File: config.mk
export PLATFORM = sky130hd
export DESIGN_NAME = rti_timer
export DESIGN_NICKNAME = d
export VERILOG_FILES = /design/src/rtl/rti_pkg.sv /design/src/rtl/rti_cfg_regs.sv /design/src/rtl/rti_divider.sv /design/src/rtl/rti_status.sv /design/src/rtl/rti_timer.sv
export SDC_FILE = /design/constraint.sdc
export NUM_CORES = 1
export LEC_CHECK = 0
export BUFFER_PORTS_ARGS = -buffer_cell sky130_fd_sc_hd__buf_2
export CORE_MARGIN = 8
export CORE_UTILIZATION = 40
export CTS_CLUSTER_DIAMETER = 30
export DETAILED_ROUTE_END_ITERATION = 10
export SLEW_MARGIN = 25
export SYNTH_ARGS = -nofsm -noshare
export SYNTH_HDL_FRONTEND = slang
export SYNTH_SLANG_ARGS = --single-unit
File: constraint.sdc
create_clock -name clk -period 2 [get_ports clk]
set_clock_uncertainty 0.15 [all_clocks]
set_input_delay 0.2 -clock clk [delete_from_list [all_inputs] [get_ports clk]]
set_output_delay 0.2 -clock clk [all_outputs]
set_load 0.005 [all_outputs]
File: src/rtl/rti_pkg.sv
package rti_pkg;
  localparam int RATE_W = 2;
  typedef logic [RATE_W-1:0] rate_t;
  typedef struct packed {
    rate_t rate;
    logic  irq_en;
  } rti_cfg_t;
endpackage

File: src/rtl/rti_cfg_regs.sv
module rti_cfg_regs
  import rti_pkg::*;
(
  input  logic     clk,
  input  logic     rst_n,
  input  logic     we,
  input  rate_t    rate_in,
  input  logic     irq_en_in,
  output rti_cfg_t cfg
);
  always_ff @(posedge clk) begin
    if (!rst_n) begin
      cfg <= '0;
    end else if (we) begin
      cfg.rate   <= rate_in;
      cfg.irq_en <= irq_en_in;
    end
  end

  // the configuration changes only on a write
  p_cfg_write_only_r9: assert property (@(posedge clk) disable iff (!rst_n)
    !we |=> $stable(cfg));
endmodule

File: src/rtl/rti_divider.sv
module rti_divider
  import rti_pkg::*;
#(
  parameter int BASE_LOG2 = 13
) (
  input  logic  clk,
  input  logic  rst_n,
  input  logic  tick_en,
  input  rate_t rate_sel,
  output logic  tmo
);
  localparam int CNT_W = BASE_LOG2 + (1 << RATE_W) - 1;
  localparam logic [CNT_W-1:0] ONE = CNT_W'(1);

  logic [CNT_W-1:0] cnt;
  logic [CNT_W-1:0] last;
  rate_t            rate_act;

  // the longest period wraps the shift to zero, so subtracting one gives all ones
  always_comb last = (ONE << (BASE_LOG2 + int'(rate_act))) - ONE;

  assign tmo = tick_en && (cnt == last);

  always_ff @(posedge clk) begin
    if (!rst_n) begin
      cnt      <= '0;
      rate_act <= '0;
    end else if (tick_en) begin
      if (tmo) begin
        cnt      <= '0;
        rate_act <= rate_sel;
      end else begin
        cnt <= cnt + ONE;
      end
    end
  end

  // the count never passes the end of the active period
  p_cnt_bounded_r1: assert property (@(posedge clk) disable iff (!rst_n)
    cnt <= last);
  // the active rate changes only at a timeout boundary
  p_rate_at_boundary_r4: assert property (@(posedge clk) disable iff (!rst_n)
    !tmo |=> $stable(rate_act));
  // no tick, no advance
  p_tick_gated_r10: assert property (@(posedge clk) disable iff (!rst_n)
    !tick_en |=> $stable(cnt));
endmodule

File: src/rtl/rti_status.sv
module rti_status #(
  parameter int DATA_W  = 8,
  parameter int CLR_BIT = 6
) (
  input  logic              clk,
  input  logic              rst_n,
  input  logic              tmo,
  input  logic              we,
  input  logic [DATA_W-1:0] wdata,
  input  logic              irq_en,
  output logic              flag_q,
  output logic              irq_o
);
  logic clr;
  assign clr = we && wdata[CLR_BIT];

  always_ff @(posedge clk) begin
    if (!rst_n)     flag_q <= 1'b0;
    else if (tmo)   flag_q <= 1'b1;
    else if (clr)   flag_q <= 1'b0;
  end

  assign irq_o = flag_q & irq_en;

  // a timeout always leaves the flag set, even with a clear on the same edge
  p_set_wins_r7: assert property (@(posedge clk) disable iff (!rst_n)
    tmo |=> flag_q);
  // a clearing write without a timeout drops the flag
  p_w1c_r6: assert property (@(posedge clk) disable iff (!rst_n)
    (we && wdata[CLR_BIT] && !tmo) |=> !flag_q);
  // a set flag survives anything but a clearing write
  p_hold_r6: assert property (@(posedge clk) disable iff (!rst_n)
    (flag_q && !(we && wdata[CLR_BIT])) |=> flag_q);
  // the flag rises only on a timeout
  p_no_spurious_r5: assert property (@(posedge clk) disable iff (!rst_n)
    (!flag_q && !tmo) |=> !flag_q);
endmodule

File: src/rtl/rti_timer.sv
module rti_timer
  import rti_pkg::*;
#(
  parameter int BASE_LOG2 = 13,
  parameter int DATA_W    = 8,
  parameter int CLR_BIT   = 6
) (
  input  logic              clk,
  input  logic              rst_n,
  input  logic              tick_en,
  input  logic              cfg_we,
  input  logic [1:0]        cfg_rate,
  input  logic              cfg_irq_en,
  input  logic              stat_we,
  input  logic [DATA_W-1:0] stat_wdata,
  output logic [1:0]        rate_q,
  output logic              irq_en_q,
  output logic              flag_q,
  output logic              irq_o
);
  rti_cfg_t cfg;
  logic     tmo;

  rti_cfg_regs u_cfg (
    .clk       (clk),
    .rst_n     (rst_n),
    .we        (cfg_we),
    .rate_in   (cfg_rate),
    .irq_en_in (cfg_irq_en),
    .cfg       (cfg)
  );

  rti_divider #(.BASE_LOG2(BASE_LOG2)) u_div (
    .clk      (clk),
    .rst_n    (rst_n),
    .tick_en  (tick_en),
    .rate_sel (cfg.rate),
    .tmo      (tmo)
  );

  rti_status #(.DATA_W(DATA_W), .CLR_BIT(CLR_BIT)) u_stat (
    .clk    (clk),
    .rst_n  (rst_n),
    .tmo    (tmo),
    .we     (stat_we),
    .wdata  (stat_wdata),
    .irq_en (cfg.irq_en),
    .flag_q (flag_q),
    .irq_o  (irq_o)
  );

  assign rate_q   = cfg.rate;
  assign irq_en_q = cfg.irq_en;

  // no request while the enable is low
  p_irq_masked_r8: assert property (@(posedge clk) disable iff (!rst_n)
    !irq_en_q |-> !irq_o);
endmodule

## Word level (Yosys, flattened, before mapping)

Index checks and enable logic that the tools add are counted.
W data, S select, Z words.

- Memories: 0
- Memory bits (read-only): 0
- Output and inout port bits: 5
- Bits in registers: 22
- Bits in latches: 0
- Bits of input ports: 16
- RAM bits: 0

- Muxes and demuxes: 3
- $mul: 0
- Reduce and logical (&&, ||, !) cells: 4
- Bitwise operators: 1
- Div/mod/pow operators: 0
- Shift-type cells: 1
- Magnitude comparators: 0
- Eq/ne operators: 1
- Add/subtract/negate cells: 3

Operator list:

| kind | number |
|---|---|
| $shl A1 B32 Y16 const A | 1 |
| $add A16 B1 Y16 const B | 1 |
| $eq A16 B16 Y1 | 1 |
| $mux W16 | 1 |
| $sub A16 B1 Y16 const B | 1 |
| $add A4 B2 Y5 const A | 1 |
| $logic_and A1 B1 Y1 | 2 |
| $mux W1 | 2 |
| $reduce_and A2 Y1 | 1 |
| $reduce_bool A2 Y1 | 1 |
| $and A1 B1 Y1 | 1 |

## Logic depth before layout (Yosys ltp)

- Depth in word-level cells: 6
- Gate-level depth with buffers: 6

## Modules after synthesis

A second synthesis with hierarchy kept.

- Cells, all modules: 116
- Area, all modules: 1056.0 um^2

Modules (own cells, without submodules):

| module | area each (um^2) | cells an instance | times used |
|---|---|---|---|
| rti_divider | 905.9 | 102 | 1 |
| rti_cfg_regs | 108.9 | 9 | 1 |
| rti_status | 41.3 | 5 | 1 |

## Least setup slack after synthesis

OpenSTA, ideal clock, no wires.

- Path kind: reg2reg
- Start: register u_div.cnt[13]
- End: register u_div.cnt[10]
- Required time: 1718 ps
- Library setup time: 132 ps
- Path slack: 118 ps
- Stages on the path, launching flop included: 5
- Data arrival time: 1600 ps
- Cell sequence: dfxtp_1 > or4_4 > a2111oi_4 > buf_6 > nor3_1

- Word-level cells in the longest chain between the ends: 3

Ends and longest elaborated chain:

| element | line | source |
|---|---|---|
| start: declaration | rti_divider.sv:15 | `logic [CNT_W-1:0] cnt;` |
| start signal: assignment | rti_divider.sv:33 | `cnt <= cnt + ONE;` |
| $eq A16 B16 Y1 | rti_divider.sv:22 | `assign tmo = tick_en && (cnt == last);` |
| $logic_and A1 B1 Y1 | rti_divider.sv:22 |  |
| $mux W16 | rti_divider.sv:29 | `if (tmo) begin` |

Every way passes these cells.
A chain may end at the register's enable or synchronous reset.

## Worst setup path in the final report

- Start: register u_div.cnt[14]
- End: register u_div.cnt[6]

Same word-level chain as after synthesis.

==> flow_summary.json <==
{
  "peakVddDrop_mv": 0.4467,
  "hold_depth": 3,
  "synthSimpleGateAreaFrac_pct": 28.69,
  "slew_viol_final": 0,
  "whs_ns": 0.02297,
  "min_period_ns": 1.902,
  "synth_edf_count": 0,
  "grt_pass1_wl_mm": 4.002,
  "tightest_slew_ns": 0.5645,
  "grt_usage_pct": 11.12,
  "synthCells": 115,
  "r2r_start": "u_div.cnt[14]",
  "tns_ns": 0,
  "holdPathEnd": "u_cfg.cfg[1]",
  "drc": 0,
  "die_h_um": 68.11,
  "criticalPathCategory": "flip-flop to flip-flop",
  "utilization_pct": 47.89,
  "status": "completed",
  "synth_xor_area_share_pct": 9.677,
  "ys_seq_elements": 22,
  "cts_tree": "yes",
  "grt_max_degree": 18,
  "regToRegEndpoint": "u_div.cnt[6]",
  "yosysWarnings": 0,
  "detail_route.first_pass.iterations": 4,
  "dr.first_iter.drc_count": 28,
  "synth-compound-area-share_pct": 11.29,
  "synth_top_family_by_area": "simple AND/OR/NAND/NOR gates",
  "via_per_inst": 5.369,
  "core-area_um2": 2663,
  "max_freq_ghz": 0.5258,
  "startpoint_type": "flip-flop",
  "post-dp-hpwl_mm": 1.624,
  "diodes": 0,
  "async_reset_ff_share_pct": 0,
  "clk_latency_ns": 0.31,
  "drt.antenna.violating_nets": 0,
  "htreeDepth": 1,
  "clk_path_buf_depth": 2,
  "arrival_ns": 1.95,
  "dieWidth_um": 68.11,
  "worstPathRequired_ns": 2.05,
  "post_cts_buffers": 0,
  "muxShareOfSynthArea_pct": 4.608,
  "cp-startpoint": "u_div.cnt[14]",
  "end_kind": "flip-flop",
  "min_path_type": "primary input to flip-flop",
  "grt-ovfl-total": 0,
  "total_power_uw": 739.2,
  "min_from": "cfg_rate[0]",
  "initial_core_util_pct": 40.79,
  "maxCapViolations": 0,
  "clkSlewWorstSetupHoldPaths_ns": 0.12,
  "antenna_found_initial": 0,
  "ioPinCount": 21,
  "wl_mm": 2.253,
  "synth.avg_cell_area_um2": 9.444,
  "synthFlopType": "dfxtp_1",
  "wl_per_cell_um": 13.41,
  "synth_cell_types": 32,
  "hold_viol": 0,
  "cts_resized": 0,
  "nets": 156,
  "reg2reg_depth": 4,
  "dieArea_um2": 4638,
  "yosysSeqAreaShare_pct": 40.55,
  "area.growth.synth_to_final_pct": 17.40,
  "slew_headroom_pct": 61.97,
  "rows": 19,
  "p_leak_uw": 0.0004608,
  "hold_buffers": 2,
  "grt_setup_unrepaired": "no",
  "synthAdderAreaFrac_pct": 2.304,
  "syn_area_um2": 1086,
  "gp_congestion": 0.7806,
  "clock-sinks": 22,
  "p_per_area_nw_per_um2": 579.8,
  "cts_root_buffer": "clkbuf_4",
  "grt_pass1_vias": 895,
  "cts_made_buffers": 3,
  "drive_gt1_share_pct": 22.63,
  "setup_viol": 0,
  "vias": 902,
  "portBuffers": 13,
  "worstPathMaxFanout": 11,
  "synth_nets": 133,
  "reg2reg_slack_ns": 0.1,
  "min_period_over_period_pct": 95.09
}
state kept, by name, summed over array words and instances (netlist names):
register        cells
u_div.cnt          16
u_cfg.cfg           3
u_div.rate_act      2
u_stat.flag_q       1
through the flow:
step           area, um^2  setup slack, ns  std cells
2_1_floorplan        1086           0.1177        115
3_3_place_gp         1219           0.1261        162
3_5_place_dp         1219          0.09828        162
4_1_cts              1275          0.08118        168
5_1_grt              1275          0.03031        168
6_report             1275          0.09817        168
synth_stat cells (all sizes together), types with 3 or more instances:
library cell / number / area share (%)
and3: 3 / 1.8
or3: 3 / 1.8
nand3b: 3 / 2.1
dfxtp: 22 / 41
nand4: 5 / 2.9
xnor2: 5 / 4.0
and2: 3 / 1.8
nor2: 4 / 1.4
nand3: 8 / 3.7
mux2i: 5 / 4.6
nor3: 12 / 5.5
a211oi: 3 / 2.1
o21ai: 6 / 2.8
xor2: 7 / 5.6
nand2: 8 / 2.8
worst max-delay path, cell delays in order, from the launching register on:
cell and delay, ns:
dfxtp_1 0.38, or4_4 0.57, a2111oi_4 0.38, buf_4 0.24, nor3_1 0.07
cell families after synthesis:
family	Yosys count
AOI/OAI and AO/OA	13
muxes	5
buffers and inverters	6
DFF	22
adders and majority gates	2
xor gates and xnor gates	12
and+or+nand+nor	55
power breakdown:
group | internal [uW] | switching, uW | leakage (uW)
Combinational | 19.6 | 22.1 | 0.000262
Sequential | 445 | 6.22 | 0.000178
Clock | 111 | 135 | 0.0000210
Total | 576 | 163 | 0.000461
final cells by class:
cell class / instances / area (um^2)
multi-input cells: 87 / 614.3
clock buffers: 4 / 36.28
fillers: 266 / 1388
well taps: 31 / 38.79
inverters: 2 / 7.507
repair buffers: 22 / 137.6
flip-flops and latches: 22 / 440.4
how the worst max path moves through the flow:
stage | end | slack [ns]
2_1_floorplan | u_div.cnt[10] | 0.12
3_3_place_gp | u_div.cnt[2] | 0.13
3_5_place_dp | u_div.cnt[6] | 0.1
4_1_cts | u_div.cnt[6] | 0.08
5_1_grt | u_div.cnt[1] | 0.03
6_report | u_div.cnt[6] | 0.1
layout by cell type, fill, tap and decap left out, types with 2 or more instances in the layout:
cell	synthesis	layout
xnor2_1	5	5
and3_1	2	2
nor2_1	4	4
o21ai_0	6	6
a211oi_1	3	3
dfxtp_1	22	22
and2_1	2	2
dlygate4sd3_1	0	2
nand4_1	5	5
mux2i_1	5	5
buf_4	0	7
nor4_1	2	2
ha_1	2	2
a2111oi_4	2	2
nor3_1	12	12
nand3b_1	3	3
xor2_1	7	7
or3_1	2	2
nand3_1	8	8
clkbuf_4	0	3
nand2_1	8	8
buf_2	1	13
metal layers:
layer	vias to the layer above	part of all wire (%)	global-route usage, %
li1	463	-	-
met1	431	50	13.51
met2	4	47	18.17
met3	4	1.5	2.455
met4	0	1.4	5.371
met5	-	0	0
(Power assumes the default switching activity.)
